===== config.mk =====
export PLATFORM = sky130hd
export DESIGN_NAME = coh_handler
export DESIGN_NICKNAME = d
export VERILOG_FILES = /design/src/rtl/coh_pkg.sv /design/src/rtl/coh_ctrl.sv /design/src/rtl/coh_dp.sv /design/src/rtl/coh_handler.sv
export SDC_FILE = /design/constraint.sdc
export NUM_CORES = 1
export LEC_CHECK = 0
export BUFFER_PORTS_ARGS = -buffer_cell sky130_fd_sc_hd__buf_2
export CAP_MARGIN = 15
export CORE_ASPECT_RATIO = 0.75
export CORE_UTILIZATION = 32
export DETAILED_ROUTE_END_ITERATION = 7
export PLACE_DENSITY = 0.77
export SLEW_MARGIN = 10
export SYNTH_ARGS = -nofsm -noshare
export SYNTH_HDL_FRONTEND = slang
export SYNTH_SLANG_ARGS = --single-unit

===== constraint.sdc =====
create_clock -name clk -period 1.7 [get_ports clk]
set_input_delay 0 -clock clk [delete_from_list [all_inputs] [get_ports clk]]
set_output_delay 0 -clock clk [all_outputs]
set_load 0.01 [all_outputs]

===== src/rtl/coh_pkg.sv =====
package coh_pkg;

  typedef enum logic [1:0] {
    ST_HEAD,
    ST_OFFSET,
    ST_DATA,
    ST_DRAIN
  } cohState_e;

  // Strobes from control to datapath, valid for one accepted word
  typedef struct packed {
    logic capLine;
    logic capOffset;
    logic writeWord;
    logic doInval;
    logic setErr;
    logic respond;
  } cohStrobe_t;

endpackage


===== src/rtl/coh_ctrl.sv =====
module coh_ctrl
  import coh_pkg::*;
#(
  parameter int REG_W    = 2,
  parameter int UPD_CODE = 0,
  parameter int INV_CODE = 1
) (
  input  logic             clk,
  input  logic             rstN,
  input  logic             tgtValid,
  input  logic             tgtLast,
  input  logic [REG_W-1:0] tgtReg,
  input  logic             fillConflict,
  output logic             tgtReady,
  output logic             atHead,
  output cohStrobe_t       strobe
);

  cohState_e state, nextState;
  logic isUpd, isInv, accept;

  assign isUpd  = (tgtReg == REG_W'(UPD_CODE));
  assign isInv  = (tgtReg == REG_W'(INV_CODE));
  assign atHead = (state == ST_HEAD);

  // Only a known packet header can conflict with a fill
  assign tgtReady = !(atHead && (isUpd || isInv) && fillConflict);
  assign accept   = tgtValid && tgtReady;

  always_comb begin
    strobe    = '0;
    nextState = state;
    if (accept) begin
      unique case (state)
        ST_HEAD: begin
          if (isUpd) begin
            strobe.capLine = 1'b1;
            if (tgtLast) strobe.setErr = 1'b1;
            else         nextState     = ST_OFFSET;
          end else if (isInv) begin
            strobe.doInval = 1'b1;
            if (!tgtLast) nextState = ST_DRAIN;
          end else begin
            strobe.setErr = 1'b1;
            if (!tgtLast) nextState = ST_DRAIN;
          end
        end
        ST_OFFSET: begin
          strobe.capOffset = 1'b1;
          if (!tgtLast) nextState = ST_DATA;
        end
        ST_DATA:  strobe.writeWord = 1'b1;
        ST_DRAIN: ;
        default:  ;
      endcase
      if (tgtLast) begin
        strobe.respond = 1'b1;
        nextState      = ST_HEAD;
      end
    end
  end

  always_ff @(posedge clk) begin
    if (!rstN) state <= ST_HEAD;
    else       state <= nextState;
  end

endmodule


===== src/rtl/coh_dp.sv =====
module coh_dp
  import coh_pkg::*;
#(
  parameter int WORDS  = 4,
  parameter int DATA_W = 32,
  parameter int LINE_W = 4,
  parameter int OFF_W  = 2
) (
  input  logic              clk,
  input  logic              rstN,
  input  cohStrobe_t        strobe,
  input  logic [DATA_W-1:0] tgtData,
  input  logic              probeHit,
  input  logic              fillBusy,
  input  logic [LINE_W-1:0] fillLine,
  output logic              fillConflict,
  output logic [LINE_W-1:0] probeLine,
  output logic              wordWrEn,
  output logic [LINE_W-1:0] wordWrLine,
  output logic [OFF_W-1:0]  wordWrIdx,
  output logic [DATA_W-1:0] wordWrData,
  output logic              invEn,
  output logic [LINE_W-1:0] invLine,
  output logic              rspValid,
  output logic              rspErr,
  input  logic              evictValid,
  input  logic [LINE_W-1:0] evictLine,
  output logic              evictReady,
  output logic              cleanupValid,
  output logic [DATA_W-1:0] cleanupData,
  input  logic              cleanupReady
);

  logic [LINE_W-1:0] lineReg;
  logic              hitReg;
  logic [OFF_W-1:0]  wordPtr;
  logic              pastEnd;
  logic              errReg, errNext;
  logic [LINE_W-1:0] headLine;

  assign headLine     = tgtData[LINE_W-1:0];
  assign probeLine    = headLine;
  assign fillConflict = fillBusy && (fillLine == headLine);

  assign invEn   = strobe.doInval && probeHit;
  assign invLine = headLine;

  assign wordWrEn   = strobe.writeWord && hitReg && !pastEnd;
  assign wordWrLine = lineReg;
  assign wordWrIdx  = wordPtr;
  assign wordWrData = tgtData;

  assign errNext = errReg || strobe.setErr || (strobe.writeWord && pastEnd);

  always_ff @(posedge clk) begin
    if (!rstN) begin
      lineReg  <= '0;
      hitReg   <= 1'b0;
      wordPtr  <= '0;
      pastEnd  <= 1'b0;
      errReg   <= 1'b0;
      rspValid <= 1'b0;
      rspErr   <= 1'b0;
    end else begin
      if (strobe.capLine) begin
        lineReg <= headLine;
        hitReg  <= probeHit;
      end
      if (strobe.capOffset) begin
        wordPtr <= tgtData[OFF_W-1:0];
        pastEnd <= |tgtData[DATA_W-1:OFF_W];
      end else if (strobe.writeWord) begin
        wordPtr <= OFF_W'(wordPtr + 1'b1);
        if (wordPtr == OFF_W'(WORDS - 1)) pastEnd <= 1'b1;
      end
      rspValid <= strobe.respond;
      rspErr   <= strobe.respond && errNext;
      errReg   <= strobe.respond ? 1'b0 : errNext;
    end
  end

  // One-entry cleanup buffer toward the memory controller
  assign evictReady = !cleanupValid;

  always_ff @(posedge clk) begin
    if (!rstN) begin
      cleanupValid <= 1'b0;
      cleanupData  <= '0;
    end else if (cleanupValid) begin
      if (cleanupReady) cleanupValid <= 1'b0;
    end else if (evictValid) begin
      cleanupValid <= 1'b1;
      cleanupData  <= DATA_W'(evictLine);
    end
  end

endmodule


===== src/rtl/coh_handler.sv =====
module coh_handler
  import coh_pkg::*;
#(
  parameter int LINES    = 16,
  parameter int WORDS    = 4,
  parameter int DATA_W   = 32,
  parameter int REG_W    = 2,
  parameter int UPD_CODE = 0,
  parameter int INV_CODE = 1,
  localparam int LINE_W  = $clog2(LINES),
  localparam int OFF_W   = $clog2(WORDS)
) (
  input  logic              clk,
  input  logic              rstN,
  input  logic              tgtValid,
  output logic              tgtReady,
  input  logic [REG_W-1:0]  tgtReg,
  input  logic [DATA_W-1:0] tgtData,
  input  logic              tgtLast,
  output logic              rspValid,
  output logic              rspErr,
  output logic [LINE_W-1:0] probeLine,
  input  logic              probeHit,
  output logic              wordWrEn,
  output logic [LINE_W-1:0] wordWrLine,
  output logic [OFF_W-1:0]  wordWrIdx,
  output logic [DATA_W-1:0] wordWrData,
  output logic              invEn,
  output logic [LINE_W-1:0] invLine,
  input  logic              fillBusy,
  input  logic [LINE_W-1:0] fillLine,
  input  logic              evictValid,
  input  logic [LINE_W-1:0] evictLine,
  output logic              evictReady,
  output logic              cleanupValid,
  output logic [DATA_W-1:0] cleanupData,
  input  logic              cleanupReady
);

  cohStrobe_t strobe;
  logic       fillConflict;
  logic       atHead;

  coh_ctrl #(
    .REG_W(REG_W), .UPD_CODE(UPD_CODE), .INV_CODE(INV_CODE)
  ) ctrl (
    .clk(clk), .rstN(rstN), .tgtValid(tgtValid), .tgtLast(tgtLast),
    .tgtReg(tgtReg), .fillConflict(fillConflict), .tgtReady(tgtReady),
    .atHead(atHead), .strobe(strobe)
  );

  coh_dp #(
    .WORDS(WORDS), .DATA_W(DATA_W), .LINE_W(LINE_W), .OFF_W(OFF_W)
  ) dp (
    .clk(clk), .rstN(rstN), .strobe(strobe), .tgtData(tgtData),
    .probeHit(probeHit), .fillBusy(fillBusy), .fillLine(fillLine),
    .fillConflict(fillConflict), .probeLine(probeLine),
    .wordWrEn(wordWrEn), .wordWrLine(wordWrLine), .wordWrIdx(wordWrIdx),
    .wordWrData(wordWrData), .invEn(invEn), .invLine(invLine),
    .rspValid(rspValid), .rspErr(rspErr), .evictValid(evictValid),
    .evictLine(evictLine), .evictReady(evictReady),
    .cleanupValid(cleanupValid), .cleanupData(cleanupData),
    .cleanupReady(cleanupReady)
  );

endmodule


==> qor.yml, run 1 <==
skew_ps: 1.10
p_per_area_nw_per_um2: 656
critPathBufInv: 0
die_w_um: 79.3
p_int_uw: 800
fin_cells: 305
drc_errors: 0
port-buffer-count: 106
max-vdd-ir-drop_mv: 0.445
dominantRegCellSynth: "dfxtp_1"
fin_tns_setup_ps: 0
cts_tree: "yes"
diodes: 0
cp-start-kind: "register"
cts_buffers: 3
p_clk_frac: 0.307
die_area_sq_um: 4760
worstPathRequired_ps: 1860
yosys.area.top_type: "buf_4"
grt_pass1_wl_um: 4800
ys_types: 34
leakage_nw: 0.900
clock_sinks: 18
place_area_sq_um: 1620
path_clk_slew_ps: 70
rsz0062_at_grt: "false"
drt_iter0_markers: 22
ys_seq_area_frac: 0.251
worstReg2RegStart: "ctrl.state[1]"
combPwrFrac: 0.289
slew_violations: 0
grt_start_max_net_pins: 16
synth_area_per_cell_sq_um: 8.25
slowest_stage: "o31a_1"
cap_violations: 0
core.rowCount: 20
crit_chain: "nor3_4 -> nand2_2 -> o31a_1 -> and3_4 -> o21a_1"
dr.pass1.iters: 4
vias_per_cell: 4.23
syn-cell-area_sq_um: 1440
synthCells: 174
crit_path_start: "ctrl.state[1]"
synth.most_common_cell: "buf_4"
finalHoldViolCount: 0
async_reset_ff_frac: 0
setup_ws_ps: 137
synthTopCellsByCount: "buf_4 (68), dfxtp_1 (18), nand2_1 (13)"
final_cell_area_sq_um: 1760
critical-path-top-delay-family: "simple AND/OR/NAND/NOR gates"
cpPeakStageDelay_ps: 410
routed_wl_um: 3240
area_growth_pct: 22.3
core_sq_um: 4180
synth_edf_count: 0
num_io_pins: 135
power_mw: 1.15
die_y_um: 60.0
start_util: 0.343
min-delay-start: "tgtLast"
max_freq_ghz: 0.640
ys_seq_elements: 18
place_congestion: 0.736
dp_slack_ps: 152
wl_per_cell_um: 10.6
dp_cells: 292
finalNetCount: 302
path_max_fanout: 8
clk_latency_ps: 260
cts-htree-levels: 1
layout-drive-gt1-share: 0.472
clockRootBuffer: "clkbuf_8"
grt_pass1_vias: 1114
hold_class: "in -> reg"
overflow: 0
yosys_warnings: 0
dp_hpwl_um: 2670
crit_arrival_ps: 1720
cp-end-kind: "register"
p_sw_uw: 352
netSwitchingFraction: 0.306
status: "complete, no violations"
antenna_found_initial: 0
ctsLongestPathBuffers: 2
setup_viol: 0
grt_use_total: 0.134
seqPwrFrac: 0.404
synth_area_leaders: "buf_4 (36%), dfxtp_1 (25%), mux2i_1 (6.3%)"
via_count: 1289
finalCriticalPeriod_ps: 1560
fin_crit_sh: 0.920
critical_path_class: "reg -> reg"
ant_nets: 0
yosysTopAreaCellShare: 0.356
## metal layers
metal | vias to the layer above | share of wire | track usage
li1 | 643 | - | -
met1 | 574 | 0.39 | 0.136
met2 | 67 | 0.52 | 0.266
met3 | 5 | 0.082 | 0.0443
met4 | 0 | 0.0071 | 0.0312
met5 | - | 0 | 0
## state kept, by name (all words and copies together) (netlist names)
signal,cells
dp.wordWrIdx,2
dp.errReg,1
dp.hitReg,1
dp.pastEnd,1
dp.rspValid,1
dp.rspErr,1
dp.cleanupValid,1
dp.wordWrLine,4
ctrl.state,2
dp.cleanupData,4
## metrics by stage
step	hold slack, ps	utilization
2_1_floorplan	91.8	-
3_3_place_gp	184	0.387
3_5_place_dp	186	0.387
4_1_cts	3.75	0.415
5_1_grt	12.0	0.420
6_report	6.90	0.420
## power groups by stage
| stage | clock network (mW) | logic (mW) | registers, mW |
|---|---|---|---|
| after floorplan | 0 | 0.269 | 0.480 |
| final | 0.353 | 0.333 | 0.465 |
| after global routing | 0.379 | 0.369 | 0.469 |
| after global placement | 0 | 0.312 | 0.473 |
| after CTS | 0.364 | 0.328 | 0.465 |
| after detailed placement | 0 | 0.318 | 0.474 |
## repair_timing
action                     CTS  global route
hold endpoints to repair     6             0
buffers inserted             0             3
setup endpoints to repair    0             2
hold buffers                 6             0
gates resized for setup      0             0
## layout by cell type (no fill, tap or decap), types with 2 or more instances in the layout
| master | n |
|---|---|
| buf_2 | 106 |
| conb_1 | 28 |
| dfxtp_1 | 18 |
| nand2_1 | 13 |
| mux2i_1 | 9 |
| nor2_1 | 7 |
| nor4_1 | 7 |
| dlygate4sd3_1 | 6 |
| a21oi_1 | 5 |
| inv_1 | 4 |
| xnor2_1 | 4 |
| o21ai_0 | 4 |
| clkbuf_8 | 4 |
| nand2b_1 | 3 |
| a211oi_1 | 3 |
| nor3_1 | 3 |
| buf_4 | 3 |
| nand3_1 | 2 |
| nor2b_1 | 2 |
| o22ai_1 | 2 |
| nand4_1 | 2 |
## cells by family after synthesis
| family | after synthesis | share of synthesized area |
|---|---|---|
| xor+xnor | 4 | 0.0244 |
| buf+inv | 75 | 0.374 |
| simple gates | 47 | 0.183 |
| mux | 9 | 0.0628 |
| fa+ha+maj | 1 | 0.00872 |
| other cells | 1 | 0.00261 |
| compound gates | 19 | 0.0933 |
| flops | 18 | 0.251 |
## cell type report
cell class                 count  area, sq um
sequential                    18          360
fill                         449         2420
inverter                       5         18.8
multi-input combinational    108          639
clock buffer                   4         55.1
tap                           55         68.8
timing repair buffer         115          613
## final timing paths
path / end / slack [ps] / cells after the start
max: dp.rspErr / 140 / 5
min: dp.errReg / 7 / 2
max reg2reg: dp.rspErr / 140 / 5
min reg2reg: dp.wordWrLine[3] / 460 / 2
(Power assumes the default switching activity.)
==> run 2, diff against run 1 <==
clock period = 1.9 ns   (was 1.7 ns; I/O delays follow)
==> run 2 against run 1 <==
Compared with the run above:
- clock power down 12%
- count of clock-buffer cells in the layout unchanged
- highest routed layer unchanged
- critical path depth unchanged
- cell count shrank 0.98%
- sequential share of layout area rose by 0.27 points
- sequential power decreased by 11%
- global-route usage decreased by 0.31 points
- utilization decreased by 0.54 points
- non-clock buffer count decreased by 3
==> qor.yml, run 2 (synthesis results as in run 1) <==
grt_pass1_wl_um: 4630  # was 4800 um
finalHoldViolCount: 0  # unchanged
clockRootBuffer: "clkbuf_8"  # unchanged
ff_latch_area_sq_um: 360  # unchanged
layout-drive-gt1-share: 0.466  # was 0.472
grt_use_total: 0.131  # was 0.134
fin_crit_sh: 0.890
p_per_area_nw_per_um2: 588  # was 656 nW/um^2
dp_slack_ps: 346  # was 152 ps
area_growth_pct: 20.7  # was 22.3%
worstPathRequired_ps: 1900  # was 1860 ps
wl_per_cell_um: 10.5  # was 10.6 um
core.rowCount: 20  # unchanged
max_freq_ghz: 0.591
num_io_pins: 135  # unchanged
drt_iter0_markers: 48  # was 22
setup_viol: 0  # unchanged
layout_commonest_cell: "buf_2"  # unchanged
crit_chain: "nor3_4 -> nand2_2 -> o31ai_4 -> nor4b_1 -> buf_2"  # was nor3_4 -> nand2_2 -> o31a_1 -> and3_4 -> o21a_1
status: "complete, no violations"  # unchanged
cp-start-kind: "register"  # unchanged
final_cell_mix: "buf_2 (106), conb_1 (28), dfxtp_1 (18)"  # unchanged
skew_ps: 1.34  # was 1.10 ps
cts_buffers: 3  # unchanged
grt_start_max_net_pins: 16  # unchanged
slew_violations: 0  # unchanged
dr.pass1.iters: 4  # unchanged
port-buffer-count: 106  # unchanged
critical_path_class: "reg -> out"  # was reg -> reg
ctsHoldBuffers: 6  # unchanged
cts_tree: "yes"  # unchanged
path_clk_slew_ps: 70  # about the same
antenna_found_initial: 0  # unchanged
path_max_fanout: 8  # unchanged
drc_errors: 0  # unchanged
overflow: 0  # unchanged
slowest_stage: "o31ai_4"  # was o31a_1
finalCriticalPeriod_ps: 1690
crit_arrival_ps: 1690  # was 1720 ps
max-vdd-ir-drop_mv: 0.404  # was 0.445 mV
cap_violations: 0  # unchanged
cpPeakStageDelay_ps: 410  # about the same
via_count: 1292  # was 1289
dp_hpwl_um: 2640  # was 2670 um
critical-path-top-delay-family: "simple AND/OR/NAND/NOR gates"  # unchanged
routed_wl_um: 3190  # was 3240 um
die_y_um: 60.0  # unchanged
diodes: 0  # unchanged
place_congestion: 0.736  # about the same
clk_latency_ps: 250  # was 260 ps
cp-end-kind: "primary output"  # was register
critPathBufInv: 1  # was 0
vias_per_cell: 4.28  # was 4.23
leakage_nw: 0.886  # was 0.900 nW
finalNetCount: 299  # was 302
hold_class: "in -> reg"  # unchanged
setup_ws_ps: 209  # was 137 ps
ctsLongestPathBuffers: 2  # unchanged
post_cts.repair.setup_buffers: 0  # unchanged
start_util: 0.343  # unchanged
clock_sinks: 18  # unchanged
core_sq_um: 4180  # unchanged
multiInputGateArea_sq_um: 639  # unchanged
fillers: 440  # was 449
die_area_sq_um: 4760  # unchanged
ant_nets: 0  # unchanged
rsz0062_at_grt: "false"  # unchanged
cts_resized: 0  # unchanged
grt_pass1_vias: 1067  # was 1114
cts-htree-levels: 1  # unchanged
die_w_um: 79.3  # unchanged
fin_tns_setup_ps: 0  # unchanged
-- run 2: final timing paths --
check              startpoint                to  slack (ps)  cells past startpoint
min reg2reg  dp.wordWrLine[3]  dp.wordWrLine[3]         460                      2
max reg2reg     ctrl.state[1]         dp.rspErr         330                      5
min                  probeHit         dp.hitReg          10                      3
max             ctrl.state[1]          wordWrEn         210                      5
-- run 2: worst register-to-register path, delay by kind of cell (launching register included) --
family | cells | cell delay (ps)
simple gates | 3 | 580
compound gates | 2 | 490
flops | 1 | 390
-- run 2: metal layers --
layer	up-vias	track usage	share of wire
li1	643	-	-
met3	2	0.0412	0.079
met2	68	0.260	0.52
met4	0	0.0390	0.0053
met5	-	0	0
met1	579	0.131	0.39
-- run 2: stage by stage --
step | cell area (sq um) | util | total power [mW] | instances | hold slack, ps
CTS | 1730 | 0.415 | 1.04 | 302 | 1.36
finish | 1730 | 0.415 | 1.02 | 302 | 11.5
global route | 1730 | 0.415 | 1.08 | 302 | 14.4
floorplan | 1540 | - | 0.670 | 201 | 91.8
detailed placement | 1620 | 0.387 | 0.708 | 292 | 191
global placement | 1620 | 0.387 | 0.702 | 292 | 184
-- run 2: area by class of cell --
type | count | area share
inverters | 5 | 0.0108
clock buffers | 4 | 0.0318
multi-input cells | 108 | 0.369
flip-flops and latches | 18 | 0.208
repair buffers | 112 | 0.341
well taps | 55 | 0.0397
-- run 2: power by group --
group / switching, mW / internal, mW / leakage [nW] / total (mW)
Clock: 0.127 / 0.184 / 0.0288 / 0.311
Combinational: 0.164 / 0.129 / 0.710 / 0.292
Sequential: 0.0171 / 0.399 / 0.147 / 0.416
Total: 0.308 / 0.711 / 0.886 / 1.02
